### src/rtl/wdt_pkg.sv
package wdt_pkg;
    parameter int CNT_W   = 20;
    parameter int RES_W   = 4;
    parameter int PRESC_W = (1 << RES_W) - 1;
    parameter int WORD_W  = 32;
    parameter int ADDR_W  = 4;

    localparam logic [ADDR_W-1:0] OFF_CTRL  = 4'h0;
    localparam logic [ADDR_W-1:0] OFF_COUNT = 4'h4;

    localparam int POS_RES  = 20;
    localparam int POS_SRST = 26;
    localparam int POS_EN   = 27;
    localparam int POS_BUSY = 28;

    typedef struct packed {
        logic             srst_en;
        logic             en;
        logic [RES_W-1:0] res;
        logic [CNT_W-1:0] count;
    } wdt_cfg_t;

    localparam wdt_cfg_t CFG_RESET = '{srst_en: 1'b0, en: 1'b0, res: '0, count: '1};

    function automatic wdt_cfg_t word_to_cfg(input logic [WORD_W-1:0] w);
        wdt_cfg_t c;
        c.count   = w[CNT_W-1:0];
        c.res     = w[POS_RES +: RES_W];
        c.srst_en = w[POS_SRST];
        c.en      = w[POS_EN];
        return c;
    endfunction

    function automatic logic [WORD_W-1:0] cfg_to_word(input wdt_cfg_t c, input logic busy);
        logic [WORD_W-1:0] w;
        w = '0;
        w[CNT_W-1:0]         = c.count;
        w[POS_RES +: RES_W]  = c.res;
        w[POS_SRST]          = c.srst_en;
        w[POS_EN]            = c.en;
        w[POS_BUSY]          = busy;
        return w;
    endfunction

    function automatic logic [PRESC_W-1:0] div_mask(input logic [RES_W-1:0] r);
        return {PRESC_W{1'b1}} >> r;
    endfunction
endpackage

### src/rtl/wdt_ctrl_regs.sv
module wdt_ctrl_regs
    import wdt_pkg::*;
#(
    parameter int LOAD_CYCLES = 3
) (
    input  logic              clk,
    input  logic              rst,
    input  logic              bus_valid,
    input  logic              bus_write,
    input  logic [ADDR_W-1:0] bus_addr,
    input  logic [WORD_W-1:0] bus_wdata,
    input  logic [CNT_W-1:0]  cur_count,
    output logic [WORD_W-1:0] bus_rdata,
    output wdt_cfg_t          cfg,
    output logic              busy,
    output logic              load_now,
    output logic              wr_ctrl
);
    localparam int BCW = (LOAD_CYCLES > 1) ? $clog2(LOAD_CYCLES) : 1;

    logic [BCW-1:0] busy_left;
    wire unused_wbits = ^{bus_wdata[WORD_W-1:POS_BUSY], bus_wdata[POS_SRST-1:POS_RES+RES_W]};

    assign wr_ctrl  = bus_valid && bus_write && (bus_addr == OFF_CTRL);
    assign load_now = busy && (busy_left == '0) && !wr_ctrl;

    always_ff @(posedge clk) begin
        if (rst) begin
            cfg       <= CFG_RESET;
            busy      <= 1'b0;
            busy_left <= '0;
        end else if (wr_ctrl) begin
            cfg       <= word_to_cfg(bus_wdata);
            busy      <= 1'b1;
            busy_left <= BCW'(LOAD_CYCLES - 1);
        end else if (load_now) begin
            busy      <= 1'b0;
        end else if (busy) begin
            busy_left <= busy_left - 1'b1;
        end
    end

    always_comb begin
        case (bus_addr)
            OFF_CTRL:  bus_rdata = cfg_to_word(cfg, busy);
            OFF_COUNT: bus_rdata = WORD_W'(cur_count);
            default:   bus_rdata = '0;
        endcase
    end

    // the last busy clock is followed by a clear busy unless rewritten
    assert_busy_ends_R3: assert property (@(posedge clk) disable iff (rst)
        (busy && busy_left == '0 && !wr_ctrl) |=> !busy);
endmodule

### src/rtl/wdt_prescaler.sv
module wdt_prescaler
    import wdt_pkg::*;
(
    input  logic             clk,
    input  logic             rst,
    input  logic             clr,
    input  logic             run,
    input  logic             base_tick,
    input  logic [RES_W-1:0] res,
    output logic             tick
);
    logic [PRESC_W-1:0] presc;
    logic [PRESC_W-1:0] mask;

    assign mask = div_mask(res);
    assign tick = run && base_tick && ((presc & mask) == mask);

    always_ff @(posedge clk) begin
        if (rst || clr)
            presc <= '0;
        else if (run && base_tick)
            presc <= presc + 1'b1;
    end
endmodule

### src/rtl/wdt_countdown.sv
module wdt_countdown
    import wdt_pkg::*;
(
    input  logic             clk,
    input  logic             rst,
    input  logic             load,
    input  logic [CNT_W-1:0] load_val,
    input  logic             en,
    input  logic             srst_en,
    input  logic             busy,
    input  logic             tick,
    input  logic             clr_req,
    output logic [CNT_W-1:0] cur,
    output logic             rst_req
);
    logic expired;
    assign expired = en && srst_en && !busy && (cur == '0);

    always_ff @(posedge clk) begin
        if (rst) begin
            cur     <= '0;
            rst_req <= 1'b0;
        end else begin
            if (load)
                cur <= load_val;
            else if (tick && en && !busy && cur != '0)
                cur <= cur - 1'b1;

            if (clr_req)
                rst_req <= 1'b0;
            else if (expired)
                rst_req <= 1'b1;
        end
    end

    // one tick removes exactly one count
    assert_single_step_R5: assert property (@(posedge clk) disable iff (rst)
        (tick && en && !busy && !load && cur != '0) |=> (cur == $past(cur) - 1'b1));
    // a request only rises with reset-enable on and the count at zero
    assert_req_needs_srst_R8: assert property (@(posedge clk) disable iff (rst)
        $rose(rst_req) |-> (srst_en && cur == '0));
endmodule

### src/rtl/scaled_watchdog.sv
module scaled_watchdog
    import wdt_pkg::*;
#(
    parameter int LOAD_CYCLES = 3
) (
    input  logic              clk,
    input  logic              rst,
    input  logic              base_tick,
    input  logic              bus_valid,
    input  logic              bus_write,
    input  logic [ADDR_W-1:0] bus_addr,
    input  logic [WORD_W-1:0] bus_wdata,
    output logic [WORD_W-1:0] bus_rdata,
    output logic              rst_req
);
    wdt_cfg_t         cfg;
    logic             busy;
    logic             load_now;
    logic             wr_ctrl;
    logic             tick;
    logic [CNT_W-1:0] cur;

    wdt_ctrl_regs #(.LOAD_CYCLES(LOAD_CYCLES)) u_regs (
        .clk       (clk),
        .rst       (rst),
        .bus_valid (bus_valid),
        .bus_write (bus_write),
        .bus_addr  (bus_addr),
        .bus_wdata (bus_wdata),
        .cur_count (cur),
        .bus_rdata (bus_rdata),
        .cfg       (cfg),
        .busy      (busy),
        .load_now  (load_now),
        .wr_ctrl   (wr_ctrl)
    );

    wdt_prescaler u_presc (
        .clk       (clk),
        .rst       (rst),
        .clr       (wr_ctrl),
        .run       (cfg.en && !busy),
        .base_tick (base_tick),
        .res       (cfg.res),
        .tick      (tick)
    );

    wdt_countdown u_count (
        .clk      (clk),
        .rst      (rst),
        .load     (load_now),
        .load_val (cfg.count),
        .en       (cfg.en),
        .srst_en  (cfg.srst_en),
        .busy     (busy),
        .tick     (tick),
        .clr_req  (wr_ctrl),
        .cur      (cur),
        .rst_req  (rst_req)
    );

    // the count equals the written reload value when busy falls
    assert_loaded_on_fall_R4: assert property (@(posedge clk) disable iff (rst)
        $fell(busy) |-> (cur == cfg.count));
    // a disabled, idle watchdog holds its count
    assert_hold_disabled_R7: assert property (@(posedge clk) disable iff (rst)
        (!cfg.en && !busy && !wr_ctrl) |=> $stable(cur));
    // a control write drops the request on its edge
    assert_write_clears_req_R9: assert property (@(posedge clk) disable iff (rst)
        wr_ctrl |=> !rst_req);
    // a write to the count word starts no busy period
    assert_count_write_inert_R10: assert property (@(posedge clk) disable iff (rst)
        (bus_valid && bus_write && bus_addr == OFF_COUNT && !busy) |=> !busy);
endmodule

### config.mk
export PLATFORM = sky130hd
export DESIGN_NAME = scaled_watchdog
export DESIGN_NICKNAME = d
export VERILOG_FILES = /design/src/rtl/wdt_pkg.sv /design/src/rtl/wdt_ctrl_regs.sv /design/src/rtl/wdt_prescaler.sv /design/src/rtl/wdt_countdown.sv /design/src/rtl/scaled_watchdog.sv
export SDC_FILE = /design/constraint.sdc
export NUM_CORES = 1
export LEC_CHECK = 0
export ABC_AREA = 1
export CAP_MARGIN = 20
export CORE_UTILIZATION = 25
export DETAILED_ROUTE_END_ITERATION = 6
export MAX_ROUTING_LAYER = met4
export PLACE_DENSITY = 0.46
export SKIP_CTS_REPAIR_TIMING = 1
export SLEW_MARGIN = 20
export SYNTH_ARGS = -nofsm -noshare
export SYNTH_HDL_FRONTEND = slang
export SYNTH_HIERARCHICAL = 1
export SYNTH_SLANG_ARGS = --single-unit
### constraint.sdc
create_clock -name clk -period 5 [get_ports clk]
set_input_delay 1 -clock clk [delete_from_list [all_inputs] [get_ports clk]]
set_output_delay 1 -clock clk [all_outputs]
set_load 0.01 [all_outputs]
==> results of run 1 <==
==> worst max-delay path, cell delays in order <==
cell                              delay, ps
sky130_fd_sc_hd__clkdlybuf4s50_1        460
sky130_fd_sc_hd__nor2_4                 550
sky130_fd_sc_hd__nand2_1                300
sky130_fd_sc_hd__nor2_1                 170
sky130_fd_sc_hd__clkdlybuf4s50_1        550
==> cells in the final DEF (no fill, tap or decap), types with 2 or more instances in the layout <==
master,synthesis,final
sky130_fd_sc_hd__nor2_2,5,5
sky130_fd_sc_hd__nand2_2,5,5
sky130_fd_sc_hd__conb_1,1,5
sky130_fd_sc_hd__o21ai_0,50,50
sky130_fd_sc_hd__clkinv_2,0,2
sky130_fd_sc_hd__nand3b_1,3,3
sky130_fd_sc_hd__inv_2,2,2
sky130_fd_sc_hd__a21oi_2,2,2
sky130_fd_sc_hd__a21oi_1,26,26
sky130_fd_sc_hd__o21bai_1,3,3
sky130_fd_sc_hd__dfxtp_1,65,65
sky130_fd_sc_hd__buf_4,9,8
sky130_fd_sc_hd__clkdlybuf4s50_1,0,62
sky130_fd_sc_hd__nor3_1,7,7
sky130_fd_sc_hd__nand3_1,78,78
sky130_fd_sc_hd__nand3_2,3,3
sky130_fd_sc_hd__clkbuf_8,0,2
sky130_fd_sc_hd__clkbuf_16,0,9
sky130_fd_sc_hd__nor2_4,8,8
sky130_fd_sc_hd__nor2_1,88,88
sky130_fd_sc_hd__nand2_4,2,2
sky130_fd_sc_hd__xor2_1,3,3
sky130_fd_sc_hd__nand4_1,5,5
sky130_fd_sc_hd__inv_1,77,77
sky130_fd_sc_hd__xnor2_1,2,2
sky130_fd_sc_hd__nand2_1,168,168
sky130_fd_sc_hd__ha_1,4,4
sky130_fd_sc_hd__a31oi_1,2,2
sky130_fd_sc_hd__or2_2,2,2
==> state kept, by name (all words and copies together) (netlist names) <==
register and count:
u_count/rst_req 1, u_regs/cfg 26, u_regs/busy 1, u_count/cur 20, u_regs/busy_left 2, u_presc/presc 15
==> report_power, final <==
group	total [mW]	switching [mW]	internal, mW
combinational	0.120	0.0651	0.0544
clock	0.641	0.233	0.408
sequential	0.527	0.00481	0.523
total	1.29	0.303	0.986
==> worst min path at each step <==
stage	startpoint	to	slack, ps	cells past startpoint
2_1_floorplan	u_regs/busy_left[0]	u_regs/busy_left[0]	430	2
3_3_place_gp	u_regs/busy_left[0]	u_regs/busy_left[0]	440	2
3_5_place_dp	u_regs/busy_left[0]	u_regs/busy_left[0]	450	2
4_1_cts	u_regs/busy_left[0]	u_regs/busy_left[0]	460	2
5_1_grt	u_regs/busy_left[0]	u_regs/busy_left[0]	490	2
6_report	u_regs/busy_left[0]	u_regs/busy_left[0]	460	2
==> cell type report <==
| cell class | count | area [µm²] | share of cell area (%) |
|---|---|---|---|
| clock buffer | 12 | 256 | 5.05 |
| sequential | 65 | 1300 | 25.6 |
| inverter | 81 | 309 | 6.09 |
| tap | 211 | 264 | 5.20 |
| timing repair buffer | 70 | 681 | 13.4 |
| multi-input combinational | 473 | 2230 | 43.8 |
| clock inverter | 3 | 40.0 | 0.789 |
==> stage by stage <==
step,instance area (µm²),worst slack (ps),util [%],power (mW),hold WS (ps)
floorplan,3990,2300,-,0.603,434
global placement,4780,972,31.1,0.659,444
detailed placement,4780,935,31.1,0.659,452
CTS,5080,934,33.0,1.31,460
global route,5080,824,33.0,1.34,489
finish,5080,945,33.0,1.29,456
==> routing by layer <==
layer  up-vias  GRT usage [%]  part of all wire, %
met1      1853           18.3                   44
met4         0           4.57                  1.1
li1       2134              -                    -
met5         -              -                    0
met2        87           28.8                   50
met3        13           4.72                  4.5
==> kinds of logic after synthesis <==
| group | share of synthesized area [%] |
|---|---|
| flip-flops | 32.7 |
| buffers and inverters | 11.7 |
| AND/OR/NAND/NOR | 42.1 |
| adder cells (fa/ha/maj) | 1.26 |
| other | 0.0942 |
| XOR/XNOR | 1.10 |
| AO/OA/AOI/OAI | 11.0 |
==> results.txt, run 1 <==
----------------------------------------------------
[Global routing]
  Maximum number of pins on one net before global-route repair ... 37
  Initial antenna violation count ... 0
  Global-route congestion overflow total ... 0
  Total Routing Usage GR ... about 17%
  First-pass GRT wire length ... approximately 20000 µm
  Number of global-route vias before repair ... between 4k and 5k

[Yosys]
  Syn. warnings ... 6
  Most frequent cells after synthesis ... sky130_fd_sc_hd__nand2_1, sky130_fd_sc_hd__nor2_1, sky130_fd_sc_hd__nand3_1
  Most used flip-flop cell after synthesis ... sky130_fd_sc_hd__dfxtp_1
  Cell accounting for the most synthesized area ... sky130_fd_sc_hd__dfxtp_1
  Post-synthesis instance total ... approximately 640
  Async set-reset flop share out of synthesis ... 0%
  Fraction of post-synthesis cell area in the top cell type by area ... 32.7%
  Post-synthesis average cell area ... around 6.2 µm²
  Cell with the most instances after synthesis ... sky130_fd_sc_hd__nand2_1
  Post-Syn Area ... between 3000 and 4000 µm²
  Number of flops mapped to enable cells by yosys ... 0
  Cell variety after synth ... 33
  Share of the yosys chip area belonging to registers ... about 33%
  Largest cells by area after synthesis ... sky130_fd_sc_hd__dfxtp_1, sky130_fd_sc_hd__nand2_1, sky130_fd_sc_hd__nand3_1
  FF+latch count, synth ... 65

[Routing]
  DR iter-0 viols ... 181
  Sum of routed wire length over all layers ... ~12000 µm
  Detailed-route vias per instance ... around 4.5
  Final antenna-violating net count ... 0
  Detailed-routing iteration count for the pre-antenna-repair pass ... 4
  Routed length per placed instance ... between 10 and 15 µm
  Detailed-route via count ... 4087
  Post-route DRC ... 0

[Hold path]
  Worst min path class ... flip-flop to flip-flop

[Setup path]
  Worst reg2reg path depth ... 15
  Category of the critical setup timing path ... primary input to output port
  Critical Path AT ... approximately 3000 ps
  Destination of the worst register-to-register timing path ... u_count/cur[8]
  Required time worst endpoint ... 4000 ps
  Kind of end point of the critical path ... output port
  Largest fanout on the critical path ... 22
  Crit start category ... primary input
  Endpoint of the worst setup timing path ... bus_rdata[23]
  Crit path launch ... bus_addr[3]
  Startpoint of the lowest-slack register-to-register path ... u_regs/cfg[24]
  Setup slack of the most critical reg-to-reg path ... around 2700 ps

[Clocking]
  Clock latency of the later-clocked register in the worst-skew pair ... 340 ps
  Cell chosen for the clock root ... sky130_fd_sc_hd__clkbuf_16
  CTS Sinks ... between 60 and 70
  Clock tree from TritonCTS ... built
  Clock transition time at the flip-flop clock pins of the worst setup and hold paths ... 50 ps
  Maximum root-to-sink buffer count ... 2
  Total clock buffers created by CTS ... 9
  Deepest level of the CTS H-tree ... 3

[STA]
  Total count of hold-check failures in the final report ... 0
  Total negative slack ... 0 ps
  Unrepaired setup endpoints after global routing ... no
  Largest clock skew in the final design ... about 7.6 ps
  Max Transition Viols Final ... 0
  Min Clock Period, post-route ... around 4100 ps
  Pin slew with the least headroom to its limit ... between 600 and 700 ps
  Worst max-slew margin expressed relative to the limit ... between 50% and 60%
  Final setup violation count ... 0
  Period utilisation layout ... 81.1%
  Fmax ... ~0.25 GHz

[Finish]
  Final Instance Count excl. Fillers ... 915
  Nets ... 745
  Diode count ... 0
  Fillers ... approximately 1.7k
  Share of final-layout standard cells stronger than drive strength 1 ... under 10%
  Area growth, synth to finish ... 27.6%

[Placement]
  Instance count after placement with tap cells included ... 900
  Port Buffers ... 62
  Final RePlAce weighted congestion ... roughly 0.83
  Detailed placer's ending HPWL ... between 8000 and 9000 µm

[Floorplanning]
  Initial Utilization ... between 20% and 30%
  Vertical die dimension ... approximately 130 µm
  X dimension of the die ... roughly 130 µm
  Number of placed I/O pins ... 74
  Core region area ... approximately 15000 µm²
  Site Rows ... 45
  Die Footprint ... between 15000 and 20000 µm²

[Pwr]
  Cell area power density ... 254 nW/µm²
  Standby leakage power ... approximately 2.1 nW
  IR drop worst, VDD ... roughly 0.17 mV

[Run status]
  Result of the run ... complete, no violations

[Run]
  Number of max-cap violations ... 0

----------------------------------------------------
No activity file was read; power rests on OpenSTA's default activity.
==> inputs of run 2 (changes only) <==
- clock period: 5 -> 4.1 ns (I/O delays scaled with it)
==> run 2 against run 1 <==
Count of clock-buffer cells in the layout up 2. Flip-flop and latch count unchanged. Clock power up 25%. Register-to-register slack worse by 920 ps. Sequential power up 22%. Die area unchanged. Worst hold slack better by 1.3 ps. Via count up 1.1%. Critical path type unchanged. Critical endpoint is now bus_rdata[0].
==> results.txt, run 2 (synthesized netlist as in run 1, its figures left out) <==
----------------------------------------------------
[Run status]
  Result of the run ... complete, no violations

[Clocking]
  CTS Sinks ... 65
  Clock tree from TritonCTS ... built
  Clock transition time at the flip-flop clock pins of the worst setup and hold paths ... 50 ps
  Deepest level of the CTS H-tree ... 3
  Total clock buffers created by CTS ... 9
  Maximum root-to-sink buffer count ... 2
  Cell chosen for the clock root ... sky130_fd_sc_hd__clkbuf_16
  Clock latency of the later-clocked register in the worst-skew pair ... about 340 ps

[Setup path]
  Cell mode on critical path ... sky130_fd_sc_hd__clkdlybuf4s50_1
  Kind of end point of the critical path ... output port
  Required time worst endpoint ... approximately 3300 ps
  Startpoint of the lowest-slack register-to-register path ... u_regs/busy_left[0]
  Critical Path AT ... ~2800 ps
  Largest fanout on the critical path ... 14
  Delay of the slowest critical-path stage ... roughly 600 ps
  Crit path launch ... bus_addr[1]
  Cell family with most CP delay ... buffers and inverters
  Crit start category ... primary input
  Cell Chain, Critical Path ... clkdlybuf4s50_1 -> nor2_4 -> nand3b_1 -> buf_4 -> o21ai_0 -> clkdlybuf4s50_1
  Buffer and inverter count on the worst path ... 3
  Category of the critical setup timing path ... primary input to output port
  Slowest CP cell ... sky130_fd_sc_hd__clkdlybuf4s50_1

[Pwr]
  Internal portion of total power ... between 1 and 1.5 mW
  Standby leakage power ... roughly 2.1 nW
  Part of the total power dissipated in combinational logic ... under 10%
  Share of total power in the clock network ... around 50%
  Cell area power density ... between 300 and 400 nW/µm²
  Relative contribution of sequential cells to total power ... between 40 and 50%
  IR drop worst, VDD ... between 0.2 and 0.25 mV
  Net switching component of the power ... roughly 370 µW
  Switching fraction of total power ... between 20% and 30%

[Placement]
  Final RePlAce weighted congestion ... around 0.86
  Port Buffers ... 62
  Detailed placer's ending HPWL ... 9110 µm
  Pre-CTS setup slack ... around 510 ps

[Floorplanning]
  Vertical die dimension ... between 100 and 150 µm
  X dimension of the die ... 128 µm
  Number of placed I/O pins ... 74
  Die Footprint ... between 15000 and 20000 µm²
  Core region area ... about 15000 µm²
  Site Rows ... 45
  Initial Utilization ... between 20 and 30%

[Routing]
  Routed length per placed instance ... between 10 and 15 µm
  Detailed-route via count ... 4132
  Detailed-route vias per instance ... between 4 and 5
  DR iter-0 viols ... ~290
  Final antenna-violating net count ... 0
  Detailed-routing iteration count for the pre-antenna-repair pass ... 4
  Sum of routed wire length over all layers ... around 13000 µm
  Post-route DRC ... 0

[Hold path]
  Worst Min Path Start ... u_regs/busy_left[0]
  Worst min path class ... flip-flop to flip-flop

[Global routing]
  Total Routing Usage GR ... around 17%
  Initial antenna violation count ... 0
  Number of global-route vias before repair ... approximately 4.1k
  Global-route congestion overflow total ... 0
  Maximum number of pins on one net before global-route repair ... 37
  First-pass GRT wire length ... approximately 21000 µm

[STA]
  Unrepaired setup endpoints after global routing ... no
  Min Clock Period, post-route ... ~3600 ps
  Post-layout worst setup margin ... 491 ps
  Total negative slack ... 0 ps
  Fmax ... 0.277 GHz
  Final setup violation count ... 0
  Max Transition Viols Final ... 0
  Pin slew with the least headroom to its limit ... between 900 and 1000 ps
  Total count of hold-check failures in the final report ... 0
  Largest clock skew in the final design ... between 9 and 10 ps
  Period utilisation layout ... between 80% and 90%
  Worst max-slew margin expressed relative to the limit ... 34.3%

[Finish]
  Top flop regs ... u_regs/cfg: 26 flops, u_count/cur: 20 flops, u_presc/presc: 15 flops
  Diode count ... 0
  Nets ... 744
  Share of final-layout standard cells stronger than drive strength 1 ... around 7.4%
  Total area of multi-input combinational cells ... about 2200 µm²
  Largest Register ... u_regs/cfg
  Area taken by flip-flops and latches ... 1300 µm²
  Area growth, synth to finish ... 27.7%
  Commonest cells after routing, fill and taps aside ... sky130_fd_sc_hd__nand2_1, sky130_fd_sc_hd__nor2_1, sky130_fd_sc_hd__nand3_1
  Number of flip-flops under the largest register name ... 26
  Leading cell type in the layout, fill and taps excluded ... sky130_fd_sc_hd__nand2_1
  Fillers ... between 1.5k and 2k

[Run]
  Number of max-cap violations ... 0

----------------------------------------------------
-- run 2: cell count changes in the layout (fill, tap and decap cells not counted) --
cell and change:
sky130_fd_sc_hd__clkinv_2 -1, sky130_fd_sc_hd__clkbuf_1 +1, sky130_fd_sc_hd__clkbuf_8 +1, sky130_fd_sc_hd__buf_4 -1
-- run 2: per-layer routing --
metal,global-route usage [%],wire length [µm],vias up
met1,19.5,5750,1890
met5,-,0,-
met4,6.92,326,0
met3,3.63,494,22
met2,28.4,5950,84
li1,-,-,2136
-- run 2: path summary, 6_finish.rpt --
check / end / slack [ps] / cells after the start
worst max-delay path: bus_rdata[0] / 490 / 6
worst min-delay path: u_regs/busy_left[0] / 460 / 2
worst max register to register: u_count/cur[10] / 1780 / 11
worst min register to register: u_regs/busy_left[0] / 460 / 2
-- run 2: stage by stage --
step	cell area (µm²)	util, %	total power, mW	hold slack [ps]	instances
2_1_floorplan	3990	-	0.735	434	646
4_1_cts	5080	33.1	1.62	460	915
5_1_grt	5080	33.1	1.66	479	915
3_5_place_dp	4770	31.1	0.805	452	899
3_3_place_gp	4770	31.1	0.803	444	899
6_report	5080	33.1	1.59	458	915
-- run 2: tightest hold or removal path: cells and delay by family (launching register included) --
family	cells	cell delay, ps
flops	1	310
simple gates	1	60
compound gates	1	50
-- run 2: power by group through the flow --
stage	Clock [mW]	Sequential (mW)	Combinational, mW
2_1_floorplan	0	0.655	0.0800
3_3_place_gp	0	0.657	0.146
3_5_place_dp	0	0.657	0.148
4_1_cts	0.824	0.644	0.148
5_1_grt	0.855	0.644	0.164
6_report	0.804	0.644	0.147
-- run 2: layout make-up --
type                       instances  area share, %
multi-input combinational        473           43.8
sequential                        65           25.6
timing repair buffer              69           13.2
inverter                          81           6.08
clock buffer                      14           5.39
tap                              211           5.19
clock inverter                     2          0.689
